<file path="src/rtl/pit_pkg.sv">
package pit_pkg;
   localparam int unsigned BUS_W      = 32;
   localparam int unsigned MCR_OFS    = 'h000;
   localparam int unsigned CH_BASE    = 'h100;
   localparam int unsigned CH_STRIDE  = 'h010;

   localparam logic [1:0] SUB_LOAD  = 2'd0;
   localparam logic [1:0] SUB_COUNT = 2'd1;
   localparam logic [1:0] SUB_CTRL  = 2'd2;
   localparam logic [1:0] SUB_FLAG  = 2'd3;

   localparam int unsigned MCR_HALT_BIT = 1;
   localparam int unsigned CTL_RUN_BIT  = 0;
   localparam int unsigned CTL_IE_BIT   = 1;
   localparam int unsigned CTL_CAS_BIT  = 2;

   typedef struct packed {
      logic cascade;
      logic ie;
      logic run;
   } pit_ctl_t;
endpackage

</file>
<file path="src/rtl/pit_decode.sv">
module pit_decode #(
   parameter int unsigned ADDR_W = 12,
   parameter int unsigned NUM_CH = 4
) (
   input  logic [ADDR_W-1:0] addr,
   output logic              mcr_hit,
   output logic [NUM_CH-1:0] ch_hit,
   output logic [1:0]        sub
);
   import pit_pkg::*;

   assign mcr_hit = (addr == ADDR_W'(MCR_OFS));
   assign sub     = addr[3:2];

   for (genvar i = 0; i < NUM_CH; i++) begin : g_ch
      localparam logic [ADDR_W-1:0] CH_ADR = ADDR_W'(CH_BASE + CH_STRIDE * i);
      assign ch_hit[i] = (addr[ADDR_W-1:4] == CH_ADR[ADDR_W-1:4]) && (addr[1:0] == 2'b00);
   end
endmodule

</file>
<file path="src/rtl/pit_channel.sv">
module pit_channel #(
   parameter int unsigned CNT_W     = 32,
   parameter bit          HAS_CHAIN = 1'b1
) (
   input  logic                  clk,
   input  logic                  rst_n,
   input  logic                  halt,
   input  logic                  wr_load,
   input  logic                  wr_ctrl,
   input  logic                  wr_flag,
   input  logic [31:0]           wdata,
   input  logic                  prev_uf,
   output logic [CNT_W-1:0]      load_q,
   output logic [CNT_W-1:0]      cnt_q,
   output pit_pkg::pit_ctl_t     ctl_q,
   output logic                  flag_q,
   output logic                  arm_q,
   output logic                  tick,
   output logic                  uf,
   output logic                  irq
);
   import pit_pkg::*;

   localparam logic CHAIN_OK = 1'(HAS_CHAIN);

   logic start, step;
   logic unused_wbits;
   assign unused_wbits = ^wdata;

   if (HAS_CHAIN) begin : g_cascade
      assign tick = ctl_q.cascade ? prev_uf : 1'b1;
   end else begin : g_solo
      logic unused_prev;
      assign unused_prev = prev_uf;
      assign tick        = 1'b1;
   end

   assign start = ctl_q.run & ~arm_q;
   assign step  = ctl_q.run & arm_q & ~halt & tick;
   assign uf    = step & (cnt_q == '0);
   assign irq   = flag_q & ctl_q.ie;

   always_ff @(posedge clk or negedge rst_n) begin
      if (!rst_n) begin
         load_q <= '0;
         cnt_q  <= '0;
         ctl_q  <= '0;
         flag_q <= 1'b0;
         arm_q  <= 1'b0;
      end else begin
         arm_q <= ctl_q.run;
         if (wr_load) load_q <= wdata[CNT_W-1:0];
         if (wr_ctrl) begin
            ctl_q.run     <= wdata[CTL_RUN_BIT];
            ctl_q.ie      <= wdata[CTL_IE_BIT];
            ctl_q.cascade <= wdata[CTL_CAS_BIT] & CHAIN_OK;
         end
         if (start)       cnt_q <= load_q;
         else if (uf)     cnt_q <= load_q;
         else if (step)   cnt_q <= cnt_q - CNT_W'(1);
         if (uf)                         flag_q <= 1'b1;
         else if (wr_flag && wdata[0])   flag_q <= 1'b0;
      end
   end
endmodule

</file>
<file path="src/rtl/pit_rdmux.sv">
module pit_rdmux #(
   parameter int unsigned NUM_CH = 4,
   parameter int unsigned CNT_W  = 32
) (
   input  logic                          mcr_hit,
   input  logic [NUM_CH-1:0]             ch_hit,
   input  logic [1:0]                    sub,
   input  logic                          halt,
   input  logic [NUM_CH-1:0][CNT_W-1:0]  load_all,
   input  logic [NUM_CH-1:0][CNT_W-1:0]  cnt_all,
   input  logic [NUM_CH-1:0][2:0]        ctl_all,
   input  logic [NUM_CH-1:0]             flag_all,
   output logic [31:0]                   rdata
);
   import pit_pkg::*;

   always_comb begin
      rdata = '0;
      if (mcr_hit) rdata[MCR_HALT_BIT] = halt;
      for (int i = 0; i < NUM_CH; i++) begin
         if (ch_hit[i]) begin
            case (sub)
               SUB_LOAD:  rdata = 32'(load_all[i]);
               SUB_COUNT: rdata = 32'(cnt_all[i]);
               SUB_CTRL:  rdata = {29'd0, ctl_all[i]};
               default:   rdata = {31'd0, flag_all[i]};
            endcase
         end
      end
   end
endmodule

</file>
<file path="src/rtl/pit_timer.sv">
module pit_timer #(
   parameter int unsigned NUM_CH = 4,
   parameter int unsigned CNT_W  = 32,
   parameter int unsigned ADDR_W = 12
) (
   input  logic              clk,
   input  logic              rst_n,
   input  logic              bus_wr,
   input  logic [ADDR_W-1:0] bus_addr,
   input  logic [31:0]       bus_wdata,
   output logic [31:0]       bus_rdata,
   output logic [NUM_CH-1:0] irq
);
   import pit_pkg::*;

   localparam int unsigned CH_SPAN    = NUM_CH * CH_STRIDE;
   localparam int unsigned MIN_ADDR_W = $clog2(CH_BASE + CH_SPAN);

   if (NUM_CH < 1 || NUM_CH > 16) begin : g_bad_ch
      $error("pit_timer: NUM_CH must be 1..16");
   end
   if (CNT_W < 2 || CNT_W > BUS_W) begin : g_bad_w
      $error("pit_timer: CNT_W must be 2..32");
   end
   if (ADDR_W < MIN_ADDR_W) begin : g_bad_a
      $error("pit_timer: ADDR_W too narrow for channel map");
   end

   logic                         mcr_hit;
   logic [NUM_CH-1:0]            ch_hit;
   logic [1:0]                   sub;
   logic                         halt_q;
   logic [NUM_CH-1:0][CNT_W-1:0] load_all, cnt_all;
   logic [NUM_CH-1:0][2:0]       ctl_all;
   logic [NUM_CH-1:0]            flag_all, arm_all, tick_all, uf_all;
   logic [NUM_CH-1:0]            run_all, cas_all;

   pit_decode #(.ADDR_W(ADDR_W), .NUM_CH(NUM_CH)) u_dec (
      .addr    (bus_addr),
      .mcr_hit (mcr_hit),
      .ch_hit  (ch_hit),
      .sub     (sub)
   );

   always_ff @(posedge clk or negedge rst_n) begin
      if (!rst_n)                halt_q <= 1'b1;
      else if (bus_wr && mcr_hit) halt_q <= bus_wdata[MCR_HALT_BIT];
   end

   for (genvar i = 0; i < NUM_CH; i++) begin : g_ch
      pit_ctl_t ctl;
      logic     prev;
      if (i == 0) begin : g_first
         assign prev = 1'b0;
      end else begin : g_next
         assign prev = uf_all[i-1];
      end

      pit_channel #(.CNT_W(CNT_W), .HAS_CHAIN(i != 0)) u_chan (
         .clk     (clk),
         .rst_n   (rst_n),
         .halt    (halt_q),
         .wr_load (bus_wr & ch_hit[i] & (sub == SUB_LOAD)),
         .wr_ctrl (bus_wr & ch_hit[i] & (sub == SUB_CTRL)),
         .wr_flag (bus_wr & ch_hit[i] & (sub == SUB_FLAG)),
         .wdata   (bus_wdata),
         .prev_uf (prev),
         .load_q  (load_all[i]),
         .cnt_q   (cnt_all[i]),
         .ctl_q   (ctl),
         .flag_q  (flag_all[i]),
         .arm_q   (arm_all[i]),
         .tick    (tick_all[i]),
         .uf      (uf_all[i]),
         .irq     (irq[i])
      );

      assign ctl_all[i] = ctl;
      assign run_all[i] = ctl.run;
      assign cas_all[i] = ctl.cascade;
   end

   pit_rdmux #(.NUM_CH(NUM_CH), .CNT_W(CNT_W)) u_rd (
      .mcr_hit  (mcr_hit),
      .ch_hit   (ch_hit),
      .sub      (sub),
      .halt     (halt_q),
      .load_all (load_all),
      .cnt_all  (cnt_all),
      .ctl_all  (ctl_all),
      .flag_all (flag_all),
      .rdata    (bus_rdata)
   );
endmodule

</file>
<file path="config.mk">
export PLATFORM = sky130hd
export DESIGN_NAME = pit_timer
export DESIGN_NICKNAME = d
export VERILOG_FILES = /design/src/rtl/pit_pkg.sv /design/src/rtl/pit_decode.sv /design/src/rtl/pit_channel.sv /design/src/rtl/pit_rdmux.sv /design/src/rtl/pit_timer.sv
export SDC_FILE = /design/constraint.sdc
export NUM_CORES = 1
export LEC_CHECK = 0
export BUFFER_PORTS_ARGS = -buffer_cell sky130_fd_sc_hd__buf_2
export CAP_MARGIN = 10
export CORE_ASPECT_RATIO = 0.9
export CORE_MARGIN = 2
export CORE_UTILIZATION = 55
export CTS_CLUSTER_DIAMETER = 150
export DETAILED_ROUTE_END_ITERATION = 10
export PLACE_DENSITY = 0.71
export SYNTH_ARGS = -nofsm -noshare
export SYNTH_HDL_FRONTEND = slang
export SYNTH_SLANG_ARGS = --single-unit
</file>
<file path="constraint.sdc">
create_clock -name clk -period 9.89 [get_ports clk]
set_clock_uncertainty 0.2 [all_clocks]
set_input_delay 1.4835 -clock clk [delete_from_list [all_inputs] [get_ports clk]]
set_output_delay 1.4835 -clock clk [all_outputs]
set_load 0.005 [all_outputs]
</file>
Yosys cells after proc, flatten, opt, wreduce, memory -nomap -nowiden
Cells that the tools add are included.

Add/sub/neg operators: 4. Multipliers: 0. Divide/modulo/power cells: 0. Order comparisons: 0. Eq/ne operators: 7. Shift operators: 0. Multiplexer cells: 32. Bitwise operators: 44. Reductions and logical operators: 24.

Operators with widths (count): 2-to-1 mux 32 bit (16); case mux 32 bit (3 select lines) (4); zero test 32 bit (4); subtractor 32 x 1 -> 32 bit, second input constant (4); AND 1 bit (39); equality test 8 x 5 -> 1 bit, second input constant (4); zero test 12 bit (1); 2-to-1 mux 1 bit (12); nonzero test 3 bit (4); logical AND 1 bit (9); nonzero test 2 bit (4); inverter 1 bit (5); equality test 2 bit, second input constant (2); zero test 2 bit (2); equality test 2 x 1 -> 1 bit, second input constant (1).

Bits in registers: 276. Bits in latches: 0. RAM bits: 0. ROM bits: 0. Input port bits: 47. Output and inout bits: 36. Logic and storage cells: 139. Memories kept: 0.

Logic depth before layout (Yosys ltp)
Depth in word-level cells: 14. Mapped depth: 12. Gate-level depth less buffers: 10.

By module
Synthesis repeated with hierarchy kept, for this count alone.

Cells, all modules: 1708. Area, all modules: 16787.4 um^2.

Modules (own cells, without submodules): pit_channel (g_ch[1].u_chan ...) (times used 2, cells each 334, area each 3495.9 um^2, sequential area each 1726.7 um^2); pit_channel (g_ch[3].u_chan) (times used 1, cells each 340, area each 3523.4 um^2, sequential area each 1726.7 um^2); pit_channel (g_ch[0].u_chan) (times used 1, cells each 327, area each 3433.3 um^2, sequential area each 1701.6 um^2); pit_rdmux (times used 1, cells each 339, area each 2582.5 um^2, sequential area each 0.0 um^2); pit_timer (times used 1, cells each 21, area each 153.9 um^2, sequential area each 26.3 um^2); pit_decode (times used 1, cells each 13, area each 102.6 um^2, sequential area each 0.0 um^2).

Worst setup path before layout
No wires, ideal clock.

Path type: input to output. Start: input bus_addr[11]. End: output bus_rdata[11]. Arrival time: 3.166 ns. Data required time: 8.207 ns. Setup slack: 5.040 ns. Stages: 8. Buffers on the path: 2. Path through: nor4_1 nand3_1 nand3b_1 or2_2 clkbuf_1 buf_1 o22a_1 o21ai_0.

Word-level cells in the longest chain between the ends: 6. Elaborated cells on any way between the ends: 12. Those cells by class: eq/ne: 4; mux: 4; reduce/logical: 4.

RTL lines: start: declaration (RTL line pit_timer.sv:9) `input logic [ADDR_W-1:0] bus_addr,`; equality test 8 x 5 -> 1 bit (RTL line pit_decode.sv:17) `assign ch_hit[i] = (addr[ADDR_W-1:4] == CH_ADR[ADDR_W-1:4]) && (addr[1:0] == 2'b00);`; logical AND 1 bit (RTL line pit_decode.sv:17); 2-to-1 mux 32 bit (3 in series) (RTL line pit_rdmux.sv:21) `if (ch_hit[i]) begin`; 2-to-1 mux 32 bit * (RTL line pit_rdmux.sv:21); end: declaration (RTL line pit_timer.sv:11) `output logic [31:0] bus_rdata,`.

Mark *: on every way between the ends. The rest lies on a longest branch, timed or not.

Worst setup path in the final report
Start: input bus_addr[2]. End: output bus_rdata[29].

Word-level cells in the longest chain between the ends: 6. Elaborated cells on any way between the ends: 11. Those cells by class: eq/ne: 2; mux: 8; reduce/logical: 1.

RTL lines: equality test 2 bit (tied with other cells) (RTL line pit_rdmux.sv:22) `case (sub)`; case mux 32 bit (3 select lines) (RTL line pit_rdmux.sv:22); 2-to-1 mux 32 bit (3 in series) (RTL line pit_rdmux.sv:21); 2-to-1 mux 32 bit * (RTL line pit_rdmux.sv:21).

Marked as above.

==> flow_summary_export.csv <==
group,metric,value,unit
synth,yosysUniqueCellTypes,70,
pwr,ir_drop,0.1405,mV
grt,grt_pass1_vias,13080,
clock_network,cts_setup_buffers,0,
finish,stdcell_count,2073,
worst_setup_path,crit_path_max_fanout,53,
clock_network,root_buffer,"clkbuf_16",
worst_setup_path,rrSetupSlack,5090,ps
clock_network,cts_tree,"done",
clock_network,htree_levels,1,
sta,period_share,0.5937,
routing,totalWireLength,49170,um
finish,n_antenna_cell,0,
floorplanning,ioPinCount,83,
clock_network,clock-sinks,276,
pwr,pwr_density_cell,189.6,nW/um2
finish,layout_common_cells,"dfrtp_1 (275), o21ai_0 (155), mux2_2 (140)",
finish,final_cell_area,17610,um2
synth,synth-main-ff-cell,"dfrtp_1",
synth,ys_async_sr_fraction,1.000,
sta,slew_viol_final,0,
status,status,"completed",
hold_path,min_path_type,"flop to flop",
grt,grt_pass1_wl,76510,um
grt,grt_max_degree,152,
clock_network,cts_made_buffers,31,
clock_network,clkTransAtPathRegs,60,ps
worst_setup_path,arrival,4190,ps
grt,grt.overflow.total,0,
sta,setup-tns-final,0,ps
pwr,p_clk_frac,0.363,
pwr,p_switching,1.114,mW
synth,syn_inst,1658,
placed_design,dp_slack,4015,ps
clock_network,insertion_delay,580,ps
floorplanning,die_area,30270,um2
placed_design,hpwl,33930,um
synth,syn_avg_cell_area,9.585,um2
floorplanning,die_y,165.3,um
sta,period_minus_slack,5872,ps
sta,worst_slack,4018,ps
finish,drive_above_1_share,0.1927,
routing,ant_nets,0,
worst_setup_path,cp-start-kind,"primary input",
floorplanning,rows,59,
finish,finalNetCount,1736,
clock_network,cts_resized,0,
pwr,power.leakage,8.142,nW
placed_design,gp_congestion,0.9200,
floorplanning,die_x,183.2,um
synth,synth_edf_count,0,
routing,detail_route.iter0.violations,1411,
synth,yosys_warnings,0,
placed_design,placed_cell_area,16540,um2
routing,wl_per_cell,23.72,um
pwr,seqPwrFrac,0.404,
routing,post-route-drc-count,0,
sta,relSlewSlack,0.2362,
pwr,p_comb_frac,0.234,
routing,dr.pass1.iters,5,
pwr,sw_frac_of_total,0.3338,
finish,area_growth,10.81,%
worst_setup_path,required,8210,ps
clock_network,clockBufferDepth,3,
floorplanning,initial_core_util,0.5548,
routing,vias_per_cell,6.716,
synth,synthesis.area,15890,um2
routing,dr_total_vias,13920,
sta,tightest_slew,1146,ps
pwr,internal_power,2.224,mW
sta,rsz0062_at_grt,"false",
synth,ys_seq_area_frac,0.4347,
sta,finalHoldViolations,0,
placed_design,portBuffers,82,
synth,yosys_register_bits,276,
floorplanning,core_area,28640,um2
synth,synth_fp_nets,1711,
finish,final_common_cell,"dfrtp_1",
grt,antenna_found_initial,0,
run,max_cap_viol_count,0,
sta,fmax,170.3,MHz
clock_network,hold_buffers,0,
worst_setup_path,end_kind,"primary output",
placed_design,placed_cells,2016,
sta,setup_viol,0,
grt,grt_usage,0.3277,
worst_setup_path,crit_type,"primary input to primary output",
==> power by group through the flow <==
stage,Sequential (mW),Clock [mW],Combinational [mW]
2_1_floorplan,1.31,0,0.551
3_3_place_gp,1.36,0,0.741
3_5_place_dp,1.36,0,0.758
4_1_cts,1.34,1.22,0.763
5_1_grt,1.36,1.27,0.867
6_report,1.35,1.21,0.781
==> logic make-up (layout without fill, tap and decap cells) <==
group | count (synthesis) | after routing | share of synthesized area
AO/OA/AOI/OAI | 477 | 477 | 0.1901
adder cells (fa/ha/maj) | 6 | 6 | 0.004724
buffers and inverters | 143 | 192 | 0.03716
flip-flops | 276 | 276 | 0.4347
multiplexers | 269 | 269 | 0.1844
AND/OR/NAND/NOR | 487 | 487 | 0.1489
==> sequential cells by signal (all words and copies together), names as in the netlist <==
name                cells
g_ch.u_chan.cnt_q     128
g_ch.u_chan.load_q    128
g_ch.u_chan.ctl_q      11
g_ch.u_chan.arm_q       4
g_ch.u_chan.flag_q      4
halt_q                  1
==> per-layer routing <==
layer	vias to the layer above	global-route usage	wire [um]
li1	6248	-	-
met1	6922	0.4566	21070
met2	636	0.5124	22100
met3	116	0.04759	3549
met4	0	0.1480	2454
met5	-	0	0
==> cell usage after synthesis, types with 12 or more instances <==
library cell | n | share of area
mux2i_1 | 124 | 0.078
nor2_1 | 127 | 0.030
nand2_1 | 110 | 0.026
inv_1 | 27 | 0.0064
mux2_2 | 140 | 0.099
or4_1 | 13 | 0.0061
nor4_1 | 26 | 0.010
dfrtp_1 | 275 | 0.43
o22a_1 | 61 | 0.034
a21oi_1 | 128 | 0.040
o21ai_0 | 156 | 0.049
nand3_1 | 44 | 0.014
nand4_1 | 17 | 0.0067
o22ai_1 | 17 | 0.0067
and3_1 | 12 | 0.0047
a211oi_1 | 14 | 0.0066
or3_1 | 29 | 0.011
buf_2 | 13 | 0.0041
clkbuf_1 | 88 | 0.021
nor3_1 | 61 | 0.019
a22oi_1 | 16 | 0.0076
==> worst max-delay path: stages <==
cell	delay [ps]
buf_6	490
buf_4	660
buf_4	670
mux2i_1	160
o22a_1	210
o21ai_0	250
buf_2	180
==> metrics by stage <==
stage	utilization	total power, mW	hold slack, ps
floorplan	-	1.859	218.1
detailed placement	0.5775	2.121	292.5
global route	0.6148	3.499	344.3
CTS	0.6148	3.330	303.3
finish	0.6148	3.338	312.8
global placement	0.5775	2.101	266.9
==> final timing paths <==
| kind | to | cells past startpoint | start |
|---|---|---|---|
| worst min-delay path | g_ch[0].u_chan.arm_q$_DFF_PN0_ | 0 | g_ch[0].u_chan.ctl_q[0]$_DFFE_PN0P_ |
| min in group asynchronous | g_ch[2].u_chan.load_q[6]$_DFFE_PN0P_ | 1 | rst_n |
| worst max register to register | g_ch[3].u_chan.cnt_q[10]$_DFFE_PN0P_ | 8 | g_ch[0].u_chan.cnt_q[10]$_DFFE_PN0P_ |
| worst min register to register | g_ch[0].u_chan.arm_q$_DFF_PN0_ | 0 | g_ch[0].u_chan.ctl_q[0]$_DFFE_PN0P_ |
| worst max-delay path | bus_rdata[29] | 7 | bus_addr[2] |
| max in group asynchronous | g_ch[0].u_chan.cnt_q[25]$_DFFE_PN0P_ | 2 | rst_n |
==> area by class of cell <==
| class | count | area, um2 |
|---|---|---|
| repair buffers | 108 | 634.4 |
| inverters | 27 | 101.3 |
| well taps | 366 | 457.9 |
| fillers | 2438 | 11030 |
| flip-flops and latches | 276 | 6908 |
| clock buffers | 47 | 935.9 |
| multi-input cells | 1239 | 8438 |
| clock inverters | 10 | 133.9 |
(Power assumes the default switching activity.)
